<file path="src/rtl/trig_match_pkg.sv">
package trig_match_pkg;
  localparam int LD_BIT   = 0;
  localparam int ST_BIT   = 1;
  localparam int EX_BIT   = 2;
  localparam int U_BIT    = 3;
  localparam int S_BIT    = 4;
  localparam int M_BIT    = 6;
  localparam int SIZE_LSB = 16;
  localparam int SIZE_W   = 2;
  localparam int CAUSE_W  = 4;
  localparam logic [CAUSE_W-1:0] BKPT_CAUSE = 4'd3;

  typedef enum logic [1:0] {
    PRIV_U   = 2'd0,
    PRIV_S   = 2'd1,
    PRIV_RSV = 2'd2,
    PRIV_M   = 2'd3
  } priv_e;
endpackage

</file>
<file path="src/rtl/trig_slot.sv">
module trig_slot
  import trig_match_pkg::*;
#(
  parameter int XLEN = 32
) (
  input  logic [XLEN-1:0] ctrl_i,
  input  logic [XLEN-1:0] cmp_i,
  input  logic            fetch_valid_i,
  input  logic [XLEN-1:0] fetch_pc_i,
  input  logic            data_rd_i,
  input  logic            data_wr_i,
  input  logic [XLEN-1:0] data_addr_i,
  input  logic [1:0]      priv_i,
  output logic            hit_o
);
  localparam int WIN_W = 4;

  logic             mode_any, kind_any, priv_ok;
  logic [WIN_W-1:0] win_bytes;
  logic [XLEN-1:0]  offs;
  logic             in_win, ex_hit, ld_hit, st_hit;

  assign mode_any = ctrl_i[U_BIT] | ctrl_i[S_BIT] | ctrl_i[M_BIT];
  assign kind_any = ctrl_i[LD_BIT] | ctrl_i[ST_BIT] | ctrl_i[EX_BIT];

  always_comb begin
    unique case (priv_e'(priv_i))
      PRIV_U:  priv_ok = ctrl_i[U_BIT];
      PRIV_S:  priv_ok = ctrl_i[S_BIT];
      PRIV_M:  priv_ok = ctrl_i[M_BIT];
      default: priv_ok = 1'b0;
    endcase
  end

  // size 0 watches a double-word
  always_comb begin
    unique case (ctrl_i[SIZE_LSB +: SIZE_W])
      2'd1:    win_bytes = 4'd1;
      2'd2:    win_bytes = 4'd2;
      2'd3:    win_bytes = 4'd4;
      default: win_bytes = 4'd8;
    endcase
  end

  // modular distance handles windows that wrap past the top
  assign offs   = data_addr_i - cmp_i;
  assign in_win = offs < XLEN'(win_bytes);

  assign ex_hit = fetch_valid_i & ctrl_i[EX_BIT] & (fetch_pc_i == cmp_i);
  assign ld_hit = data_rd_i & ctrl_i[LD_BIT] & in_win;
  assign st_hit = data_wr_i & ctrl_i[ST_BIT] & in_win;

  assign hit_o = mode_any & kind_any & priv_ok & (ex_hit | ld_hit | st_hit);

  logic unused_ctrl;
  assign unused_ctrl = ^{ctrl_i[XLEN-1:SIZE_LSB+SIZE_W], ctrl_i[SIZE_LSB-1:M_BIT+1],
                         ctrl_i[M_BIT-1:S_BIT+1]};
endmodule

</file>
<file path="src/rtl/trig_pick.sv">
module trig_pick #(
  parameter int N     = 2,
  parameter int IDX_W = 1
) (
  input  logic [N-1:0]     req_i,
  output logic             any_o,
  output logic [IDX_W-1:0] idx_o
);
  assign any_o = |req_i;

  // scan downward so the lowest index wins
  always_comb begin
    idx_o = '0;
    for (int k = N - 1; k >= 0; k--) begin
      if (req_i[k]) idx_o = IDX_W'(k);
    end
  end
endmodule

</file>
<file path="src/rtl/trig_match.sv">
module trig_match
  import trig_match_pkg::*;
#(
  parameter int XLEN     = 32,
  parameter int NUM_TRIG = 2,
  parameter int IDX_W    = (NUM_TRIG > 1) ? $clog2(NUM_TRIG) : 1
) (
  input  logic                     clk_i,
  input  logic                     rst_ni,
  input  logic                     fetch_valid_i,
  input  logic [XLEN-1:0]          fetch_pc_i,
  input  logic                     data_rd_i,
  input  logic                     data_wr_i,
  input  logic [XLEN-1:0]          data_addr_i,
  input  logic [1:0]               priv_i,
  input  logic [NUM_TRIG*XLEN-1:0] tctrl_i,
  input  logic [NUM_TRIG*XLEN-1:0] tcmp_i,
  output logic                     hit_o,
  output logic [IDX_W-1:0]         hit_idx_o,
  output logic [CAUSE_W-1:0]       cause_o
);
  logic [NUM_TRIG-1:0] slot_hit;
  logic                any_hit;
  logic [IDX_W-1:0]    pick_idx;

  for (genvar g = 0; g < NUM_TRIG; g++) begin : g_slot
    trig_slot #(.XLEN(XLEN)) u_slot (
      .ctrl_i        (tctrl_i[g*XLEN +: XLEN]),
      .cmp_i         (tcmp_i[g*XLEN +: XLEN]),
      .fetch_valid_i (fetch_valid_i),
      .fetch_pc_i    (fetch_pc_i),
      .data_rd_i     (data_rd_i),
      .data_wr_i     (data_wr_i),
      .data_addr_i   (data_addr_i),
      .priv_i        (priv_i),
      .hit_o         (slot_hit[g])
    );
  end

  trig_pick #(.N(NUM_TRIG), .IDX_W(IDX_W)) u_pick (
    .req_i (slot_hit),
    .any_o (any_hit),
    .idx_o (pick_idx)
  );

  always_ff @(posedge clk_i or negedge rst_ni) begin
    if (!rst_ni) begin
      hit_o     <= 1'b0;
      hit_idx_o <= '0;
      cause_o   <= '0;
    end else begin
      hit_o     <= any_hit;
      hit_idx_o <= any_hit ? pick_idx : '0;
      cause_o   <= any_hit ? BKPT_CAUSE : '0;
    end
  end
endmodule

</file>
<file path="config.mk">
export PLATFORM = sky130hd
export DESIGN_NAME = trig_match
export DESIGN_NICKNAME = d
export VERILOG_FILES = /design/src/rtl/trig_match_pkg.sv /design/src/rtl/trig_slot.sv /design/src/rtl/trig_pick.sv /design/src/rtl/trig_match.sv
export SDC_FILE = /design/constraint.sdc
export NUM_CORES = 1
export LEC_CHECK = 0
export BUFFER_PORTS_ARGS = -buffer_cell sky130_fd_sc_hd__buf_4
export CORE_MARGIN = 2
export CORE_UTILIZATION = 47
export CTS_CLUSTER_SIZE = 8
export DETAILED_ROUTE_END_ITERATION = 10
export GPL_TIMING_DRIVEN = 0
export HOLD_SLACK_MARGIN = 0.05
export PLACE_DENSITY = 0.92
export SLEW_MARGIN = 30
export SYNTH_ARGS = -nofsm -noshare
export SYNTH_HDL_FRONTEND = slang
export SYNTH_SLANG_ARGS = --single-unit
</file>
<file path="constraint.sdc">
create_clock -name clk_i -period 0.8 [get_ports clk_i]
set_input_delay 0.04 -clock clk_i [delete_from_list [all_inputs] [get_ports clk_i]]
set_output_delay 0.04 -clock clk_i [all_outputs]
set_load 0.02 [all_outputs]
</file>
; Yosys cells after proc, flatten, opt, wreduce, memory -nomap -nowiden
; Index checks and enable logic that the tools add are counted.
[word_totals]
mem_bits_rw = 0
mem_bits_ro = 0
latch_bits = 0
memories = 0
reg_bits = 6
[classes]
mul = 0
n_mux = 8
order_cmp = 2
reduce_logical = 2
n_shift = 0
n_eq_ne = 10
addsub = 2
n_bitwise = 30
div = 0
[ops]
columns = operator, count
row1 = $eq 32x32->1, 2
row2 = $lt 32x4->1, 2
row3 = $sub 32x32->32, 2
row4 = $pmux 4 s3, 2
row5 = $and 1x1->1, 18
row6 = $or 1x1->1, 12
row7 = $eq 2x2->1 const B, 5
row8 = $eq 2x1->1 const B, 3
row9 = $pmux 1 s3, 2
row10 = $mux 1, 3
row11 = $logic_not 2->1, 1
row12 = $mux 2, 1
row13 = $reduce_or 2->1, 1

; Logic depth before layout (Yosys ltp)
; Gate-level depths: netlist of run 1.
[depth]
depth_word = 10
ltp_mapped = 17

; Cells and area by module
; A second synthesis of run 1 with hierarchy kept.
[unflattened]
hier_cells = 794
hier_area_um2 = 5520.3
[by_module_without_submodules]
columns = mod, seq_area_each_um2, cells_each, instances, area_per_inst_um2
row1 = trig_slot, 0.0, 392, 2, 2708.8
row2 = trig_match, 50.0, 8, 1, 90.1
row3 = trig_pick, 0.0, 2, 1, 12.5

; Worst setup path after synthesis of run 1
; OpenSTA, ideal clock, no wires.
[synth_timing]
path_type = in2reg
startpoint = in tcmp_i[1]
endpoint = reg hit_idx_o
required_ns = 0.674
arrival_time_ns = 2.869
setup_slack_ns = -2.195
setup_time_ns = 0.126
path_buffers = 0
stages = 17
path_cell_list = inv_1 -> ha_1 -> nor2b_1 -> o21a_1 -> nor3_1 -> nor2_1 -> ha_1 -> nor3_1 -> o221ai_1 -> a2111o_1 -> nor4_1 -> nand4_1 -> nor4_1 -> nand4_1 -> nor4_2 -> a32oi_1 -> nor2b_1
[synth_via]
elab_chain_cells = 8
[synth_rtl]
columns = item, line_no
row1 = start: declaration, trig_match.sv:17  ; input logic [NUM_TRIG*XLEN-1:0] tcmp_i,
row2 = $sub 32x32->32, trig_slot.sv:46  ; assign offs = data_addr_i - cmp_i;
row3 = $lt 32x4->1, trig_slot.sv:47  ; assign in_win = offs < XLEN'(win_bytes);
row4 = $and 1x1->1, trig_slot.sv:50  ; assign ld_hit = data_rd_i & ctrl_i[LD_BIT] & in_win;
row5 = $or 1x1->1, trig_slot.sv:53  ; assign hit_o = mode_any & kind_any & priv_ok & (ex_hit | ld_hit | st_hit);
row6 = $or 1x1->1 *, trig_slot.sv:53
row7 = $and 1x1->1 *, trig_slot.sv:53
row8 = $mux 1 or $reduce_or 2->1 (tied branches), "trig_pick.sv:15, trig_pick.sv:9"
row9 = $mux 1 *, trig_match.sv:53  ; hit_idx_o <= any_hit ? pick_idx : '0;
row10 = end signal: assignment, trig_match.sv:53
row11 = end: declaration, trig_match.sv:19  ; output logic [IDX_W-1:0] hit_idx_o,
; Every way passes the cells marked *; elsewhere a longest branch is shown, timed or not.

; Worst setup path in the final report of run 1
; Ends and elaborated chain as after synthesis.

==> results_dict.tcl, run 1 <==
set metrics [dict create \
    status "finished with violations" \
    violations "negative setup slack" \
    setup_violations 5 \
    clk_transition_reported_paths_ns 0.03 \
    die_width_um 108.7 \
    grt_first_pass_wirelength_um 32670 \
    cts_tree "done" \
    critical_path_arrival_ns 3.21 \
    pwr_density_cell_nw_per_um2 843.7 \
    global_route.overflow_total 0 \
    path_max_fanout 2 \
    cp_slowest_cell "a2111o_1" \
    fmax_mhz 320.0 \
    port_buffer_count 154 \
    cp_num_buf_inv 2 \
    cp_slowest_stage_delay_ns 0.31 \
    floorplan.initialDensity_pct 47.77 \
    syn_to_final_growth_pct 33.22 \
    via_count 6724 \
    number_of_synthesized_flops_with_an_enable_pin 0 \
    crit_start "tcmp_i[1]" \
    rsz0062_at_grt "true" \
    slew_viol_final 0 \
    crit_path_end "hit_idx_o" \
    grt_start_max_net_pins 11 \
    crit_family "simple AND/OR/NAND/NOR gates" \
    synth_async_sr_flop_share_pct 100.0 \
    die_height_um 108.7 \
    drt_first_pass_iters 6 \
    ant_nets 0 \
    post_route_cells_drive_above_1_share_pct 25.35 \
    critical_path.startpoint_type "input port" \
    clockRootBuffer "clkbuf_8" \
    netlist-cell-type-count 82 \
    critical_path_depth 18 \
    critPathRequiredTime_ns 0.88 \
    ys_top_cells_by_area "ha_1 (17%), xor2_1 (10%), a21oi_1 (5.9%)" \
    timing.final.hold_violations 0 \
    vdd_ir_drop_max_uv 585.6 \
    flop_and_latch_count_out_of_synthesis 2 \
    last_weighted_congestion_value_of_the_routability_driven_placer 1.053 \
    number_of_global_route_vias_before_repair 6210 \
    postRouteWirelength_um 21440 \
    core_area_um2 10790 \
    clock_tree.buffer_depth 2 \
    first_iter_violations 606 \
    synth_warnings 0 \
    worst_path_class_setup "in2reg" \
    hold_slack_ns 0.1678 \
    synth_largest_area_cell "ha_1" \
    top_level_ports 205 \
    groute.usage.overall_pct 35.70 \
    seq_area_frac_synth_pct 0.9706 \
    worst_setup_path_end_kind "register" \
    fp.dieArea_um2 11820 \
    h-tree-depth 1 \
    drc 0 \
    number_of_antenna_violations_at_the_first_check_in_global_routing 0 \
    tightestPinTransition_ns 0.7838 \
    hold_path.class "in2async" \
    post_synth.cell_area_avg_um2 6.784 \
    static-leakage-power_uw 0.003310 \
    primary_ff_master_synth "dfrtp_1" \
    final_critical_path_setup_slack_ns -2.325 \
    synthesis.instances 760 \
    netlist_area_um2 5156 \
    crit_chain "buf_8 -> inv_6 -> ha_4 -> nor2b_4 -> o21a_1 -> nor3_2 -> nor2_1 -> ha_2 -> nor3_2 -> o221ai_1 -> a2111o_1 -> nor4_2 -> nand4_1 -> nor4_2 -> nand4_1 -> nor4_4 -> a32oi_2 -> nor2b_1" \
    post-route-min-period_ns 3.125 \
    fin_crit_sh_pct 390.6 \
    num_rows 38 \
    cts-buffers-inserted 3 \
    netlist.area_leader.share_pct 16.50 \
    filler_cell_count 975 \
    dp_worst_setup_slack_ns -2.609 \
    drv_cap 0 \
    dp.final_hpwl_um 18150 \
    finalNetCount 1198 \
    cts_sinks 2 \
    route.detailed.wl_per_inst_um 20.09 \
    worst_slew_margin_relative_to_its_limit_pct 47.26 \
    diodes 0 \
    avgViaCountPerCell 6.302 \
]
[per-layer routing]
layer	wire [µm]	vias to the layer above	track usage, %
li1	-	3120	-
met4	1135	0	15.57
met1	8519	3033	46.13
met3	2654	77	7.233
met2	9125	494	57.32
met5	0	-	0
[sequential cells by signal, indices dropped and copies added, names as in the netlist]
register and cells:
cause_o 1, hit_idx_o 1
[cell families after synthesis]
| kind of cell | Yosys count | share of synthesized area [%] |
|---|---|---|
| AOI/OAI and AO/OA | 238 | 31.38 |
| xor gates and xnor gates | 92 | 15.63 |
| adders and majority gates | 70 | 17.28 |
| buffers and inverters | 103 | 8.639 |
| DFF | 2 | 0.9707 |
| muxes | 6 | 1.213 |
| other | 1 | 0.07273 |
| and+or+nand+nor | 248 | 24.82 |
[worst min path at each step]
stage,start,end,depth (start not counted)
after CTS,rst_ni,cause_o[0],2
after global routing,rst_ni,hit_idx_o,2
after global placement,rst_ni,hit_idx_o,1
after floorplan,rst_ni,cause_o[0],0
final,rst_ni,hit_idx_o,2
after detailed placement,rst_ni,hit_idx_o,1
[final cells by class]
| type | count | area, µm² | share of cell area [%] |
|---|---|---|---|
| buffer | 22 | 148.9 | 2.168 |
| clock buffer | 3 | 41.29 | 0.6011 |
| inverter | 81 | 324.1 | 4.718 |
| timing repair buffer | 163 | 1269 | 18.47 |
| multi-input combinational | 656 | 4861 | 70.76 |
| tap | 140 | 175.2 | 2.550 |
| sequential | 2 | 50.05 | 0.7286 |
[where the power goes]
| part | internal (µW) | leakage, µW | switching, µW | total [µW] |
|---|---|---|---|---|
| Sequential | 102 | 0.0000280 | 0.000000273 | 102 |
| Combinational | 2270 | 0.00326 | 3040 | 5310 |
| Clock | 317 | 0.0000216 | 69.3 | 386 |
[metrics by stage]
stage	TNS (ns)	area, µm²	util (%)	cells	power (µW)
3_5_place_dp	-5.100	6571	60.89	1055	4964
5_1_grt	-5.309	6869	63.64	1067	6214
3_3_place_gp	-5.069	6571	60.89	1055	4906
2_1_floorplan	-3.762	5240	-	761	3235
4_1_cts	-4.695	6833	63.31	1066	5568
6_report	-4.776	6869	63.64	1067	5796
[synth_stat cells, drive strengths merged (4+ instances only)]
cell and instances:
a41oi 4, nor3 12, xor2 61, ha 68, nor4 22, o2111ai 7, a211oi 14, or2 8
a22oi 4, a21o 18, a21oi 61, mux2i 4, nand2b 6, clkbuf 8, and3 10, and2 8
o21a 4, a31oi 11, or3 6, nor2 45, o211ai 9, xnor2 31, inv 81, nand3 21
buf 14, o22ai 5, o31ai 6, nand4 19, nand2 68, o21bai 9, nor2b 11, o21ai 47
[layout by cell type (no fill, tap or decap), types with 5 or more instances in the layout]
| cell type | netlist | final |
|---|---|---|
| buf_4 | 5 | 157 |
| inv_1 | 80 | 76 |
| nand2_1 | 68 | 68 |
| ha_1 | 68 | 62 |
| xor2_1 | 61 | 61 |
| a21oi_1 | 61 | 60 |
| nor2_1 | 45 | 45 |
| o21ai_0 | 43 | 42 |
| xnor2_1 | 31 | 31 |
| nand3_1 | 21 | 21 |
| nand4_1 | 19 | 19 |
| a21o_1 | 17 | 17 |
| nor4_1 | 20 | 17 |
| buf_6 | 3 | 11 |
| a31oi_1 | 11 | 11 |
| a211oi_1 | 12 | 11 |
| nor2b_1 | 11 | 9 |
| o21bai_1 | 9 | 9 |
| o211ai_1 | 9 | 9 |
| nor3_1 | 12 | 9 |
| and2_1 | 8 | 8 |
| or2_2 | 7 | 7 |
| clkbuf_1 | 7 | 7 |
| and3_1 | 8 | 7 |
| o2111ai_1 | 7 | 7 |
| nand2b_1 | 6 | 6 |
| buf_2 | 6 | 6 |
| o22ai_1 | 5 | 5 |
| or3_1 | 5 | 5 |
| o31ai_1 | 5 | 5 |
[what timing repair did]
action / in CTS / in global routing
hold buffers: 1 / 0
resized for setup: 32 / 5
buffers inserted: 7 / 1
pin swaps: 20 / 5
endpoints found under the hold margin: 2 / 0
setup endpoints to repair: 5 / 5
No activity file was read; power rests on OpenSTA's default activity.
==> run 2, diff against run 1 <==
--- a/config.mk
+++ b/config.mk
@@ -5,9 +5,11 @@
 export SDC_FILE = /design/constraint.sdc
 export NUM_CORES = 1
 export LEC_CHECK = 0
+export ABC_AREA = 1
 export BUFFER_PORTS_ARGS = -buffer_cell sky130_fd_sc_hd__buf_4
+export CORE_ASPECT_RATIO = 2
 export CORE_MARGIN = 2
-export CORE_UTILIZATION = 47
+export CORE_UTILIZATION = 49
 export CTS_CLUSTER_SIZE = 8
 export DETAILED_ROUTE_END_ITERATION = 10
 export GPL_TIMING_DRIVEN = 0
==> run 2 against run 1 <==
  * The flow still finishes with violations (negative setup slack)
  * Sequential share of layout area fell by 0.11 points
  * Total power rose by 22%
  * Critical endpoint is now cause_o[0]
  * Cell count rose by 53%
  * Hold slack got worse by 0.020 ns
  * Non-clock buffer count fell by 15
  * Global-route usage rose by 7.5 points
  * Largest cell class unchanged
  * Cell area rose by 22%
  * Die area rose by 18%
==> results_dict.tcl, run 2 <==
set metrics [dict create \
    reg_top3 "cause_o x1, hit_idx_o x1" \
    clock_tree.buffer_depth 2 \
    worst_path_class_setup "in2reg" \
    status "finished with violations" \
    drt_first_pass_iters 5 \
    netlist-cell-type-count 38 \
    h-tree-depth 1 \
    drc 0 \
    groute.usage.overall_pct 43.16 \
    netlist_top_cells_count "nand2_1 (492), inv_1 (298), nor2_1 (125), nand3_1 (97), ha_1 (68)" \
    die_width_um 84.43 \
    clockRootBuffer "clkbuf_16" \
    cts_sinks 2 \
    number_of_synthesized_flops_with_an_enable_pin 0 \
    post_synth.cell_area_avg_um2 4.809 \
    ys_top_cells_by_area "nand2_1 (29%), inv_1 (18%), ha_1 (13%)" \
    post-route-min-period_ns 2.353 \
    hold_slack_ns 0.1481 \
    timing.final.hold_violations 0 \
    worst_setup_path_end_kind "register" \
    synth_warnings 0 \
    netlist_area_um2 6339 \
    mostFrequentLayoutCell "nand2_1" \
    total_power_uw 7050 \
    number_of_antenna_violations_at_the_first_check_in_global_routing 0 \
    mostFrequentLayoutCells "nand2_1 (471), inv_1 (289), buf_4 (161), nor2_1 (110), nand3_1 (89)" \
    netlist.area_leader.share_pct 29.14 \
    drv_cap 0 \
    violations "negative setup slack" \
    regArea_um2 51.30 \
    top_level_ports 205 \
    seq_area_frac_synth_pct 0.7896 \
    critical_path_arrival_ns 2.51 \
    core_area_um2 12630 \
    last_weighted_congestion_value_of_the_routability_driven_placer 1.084 \
    primary_ff_master_synth "dfrtp_1" \
    synth_largest_area_cell "nand2_1" \
    post_route_cells_drive_above_1_share_pct 19.04 \
    pwr_density_cell_nw_per_um2 843.8 \
    route.detailed.wl_per_inst_um 19.30 \
    fmax_mhz 424.9 \
    setup_violations 5 \
    via_count 9324 \
    avgViaCountPerCell 5.699 \
    finalNetCount 1757 \
    cts_tree "done" \
    grt_first_pass_wirelength_um 45920 \
    vdd_ir_drop_max_uv 1055 \
    critPathRequiredTime_ns 0.96 \
    number_of_global_route_vias_before_repair 9117 \
    clk_transition_reported_paths_ns 0.03 \
    postRouteWirelength_um 31570 \
    path_max_fanout 4 \
    tightestPinTransition_ns 0.8418 \
    hold_path.class "in2async" \
    critical_path.startpoint_type "input port" \
    rsz0062_at_grt "true" \
    filler_cell_count 1263 \
    die_height_um 164.8 \
    ant_nets 0 \
    grt_start_max_net_pins 9 \
    floorplan.initialDensity_pct 50.20 \
    crit_start "data_addr_i[0]" \
    final_util_pct 66.17 \
    num_rows 58 \
    synth_most_common_cell "nand2_1" \
    global_route.overflow_total 0 \
    fp.dieArea_um2 13920 \
    dp.final_hpwl_um 26330 \
    synthesis.instances 1318 \
    port_buffer_count 154 \
    cts-buffers-inserted 3 \
    flop_and_latch_count_out_of_synthesis 2 \
    slew_viol_final 0 \
    diodes 0 \
    static-leakage-power_uw 0.005006 \
    first_iter_violations 621 \
    multiInputGateArea_um2 5574 \
    fin_crit_sh_pct 294.2 \
    dp_worst_setup_slack_ns -2.115 \
    worst_slew_margin_relative_to_its_limit_pct 43.36 \
    syn_to_final_growth_pct 31.82 \
    final_critical_path_setup_slack_ns -1.553 \
    synth_async_sr_flop_share_pct 100.0 \
]
-- run 2: cell families (layout without fill, tap and decap cells) --
group | Yosys count | in the layout | share of synthesized area (%)
other | 1 | 2 | 0.05916
xor gates and xnor gates | 27 | 27 | 3.731
buffers and inverters | 304 | 471 | 18.38
DFF | 2 | 2 | 0.7896
adders and majority gates | 70 | 70 | 14.05
and+or+nand+nor | 794 | 794 | 52.13
AOI/OAI and AO/OA | 120 | 120 | 10.86
-- run 2: where the power goes --
group | switching, µW | leakage (µW) | internal (µW)
Clock | 161 | 0.0000370 | 640
Sequential | 0.00000141 | 0.0000263 | 102
Combinational | 3830 | 0.00494 | 2320
-- run 2: through the flow --
stage | setup TNS (ns) | instance area [µm²] | cells
floorplan | -2.353 | 6451 | 1319
global route | -3.842 | 8356 | 1636
global placement | -4.234 | 7795 | 1623
CTS | -3.205 | 8114 | 1632
finish | -3.433 | 8356 | 1636
detailed placement | -4.197 | 7795 | 1623
-- run 2: worst max path at each step --
stage / to / slack, ns / cells after the start
6_report: cause_o[0] / -1.55 / 20
4_1_cts: hit_idx_o / -1.45 / 20
2_1_floorplan: hit_idx_o / -1.21 / 19
3_5_place_dp: hit_idx_o / -2.11 / 19
5_1_grt: hit_idx_o / -1.75 / 19
3_3_place_gp: hit_idx_o / -2.14 / 19
-- run 2: repair_timing --
action	4_1_cts	5_1_grt
buffers inserted	5	4
hold buffers	1	0
gates resized for setup	47	55
pin swaps	9	18
hold endpoints to repair	2	0
setup endpoints to repair	5	5
-- run 2: final cells by class --
| cell class | count | share of cell area (%) |
|---|---|---|
| Multi-Input combinational cell | 1013 | 66.71 |
| Sequential cell | 2 | 0.6140 |
| Clock buffer | 3 | 0.8985 |
| Tap cell | 150 | 2.246 |
| Inverter | 298 | 13.72 |
| Buffer | 6 | 0.7637 |
| Timing Repair Buffer | 164 | 15.05 |
-- run 2: per-layer routing --
metal	track usage (%)	wire [µm]
met2	81.53	15680
met5	0	0
met1	39.90	9543
met3	4.548	2354
met4	38.17	3993
-- run 2: worst max-delay path, cell delays in order --
cell	delay [ns]
buf_12	0.11
inv_16	0.05
ha_4	0.13
inv_4	0.05
fa_2	0.42
xor2_1	0.18
ha_1	0.29
inv_1	0.09
o21bai_1	0.09
nand2_1	0.09
nand2_2	0.07
nor2_2	0.12
nand3_1	0.10
nor2_1	0.10
nand2_1	0.05
nor2_1	0.11
nand3_2	0.10
nand2_4	0.14
nand2_2	0.08
nand2_1	0.09
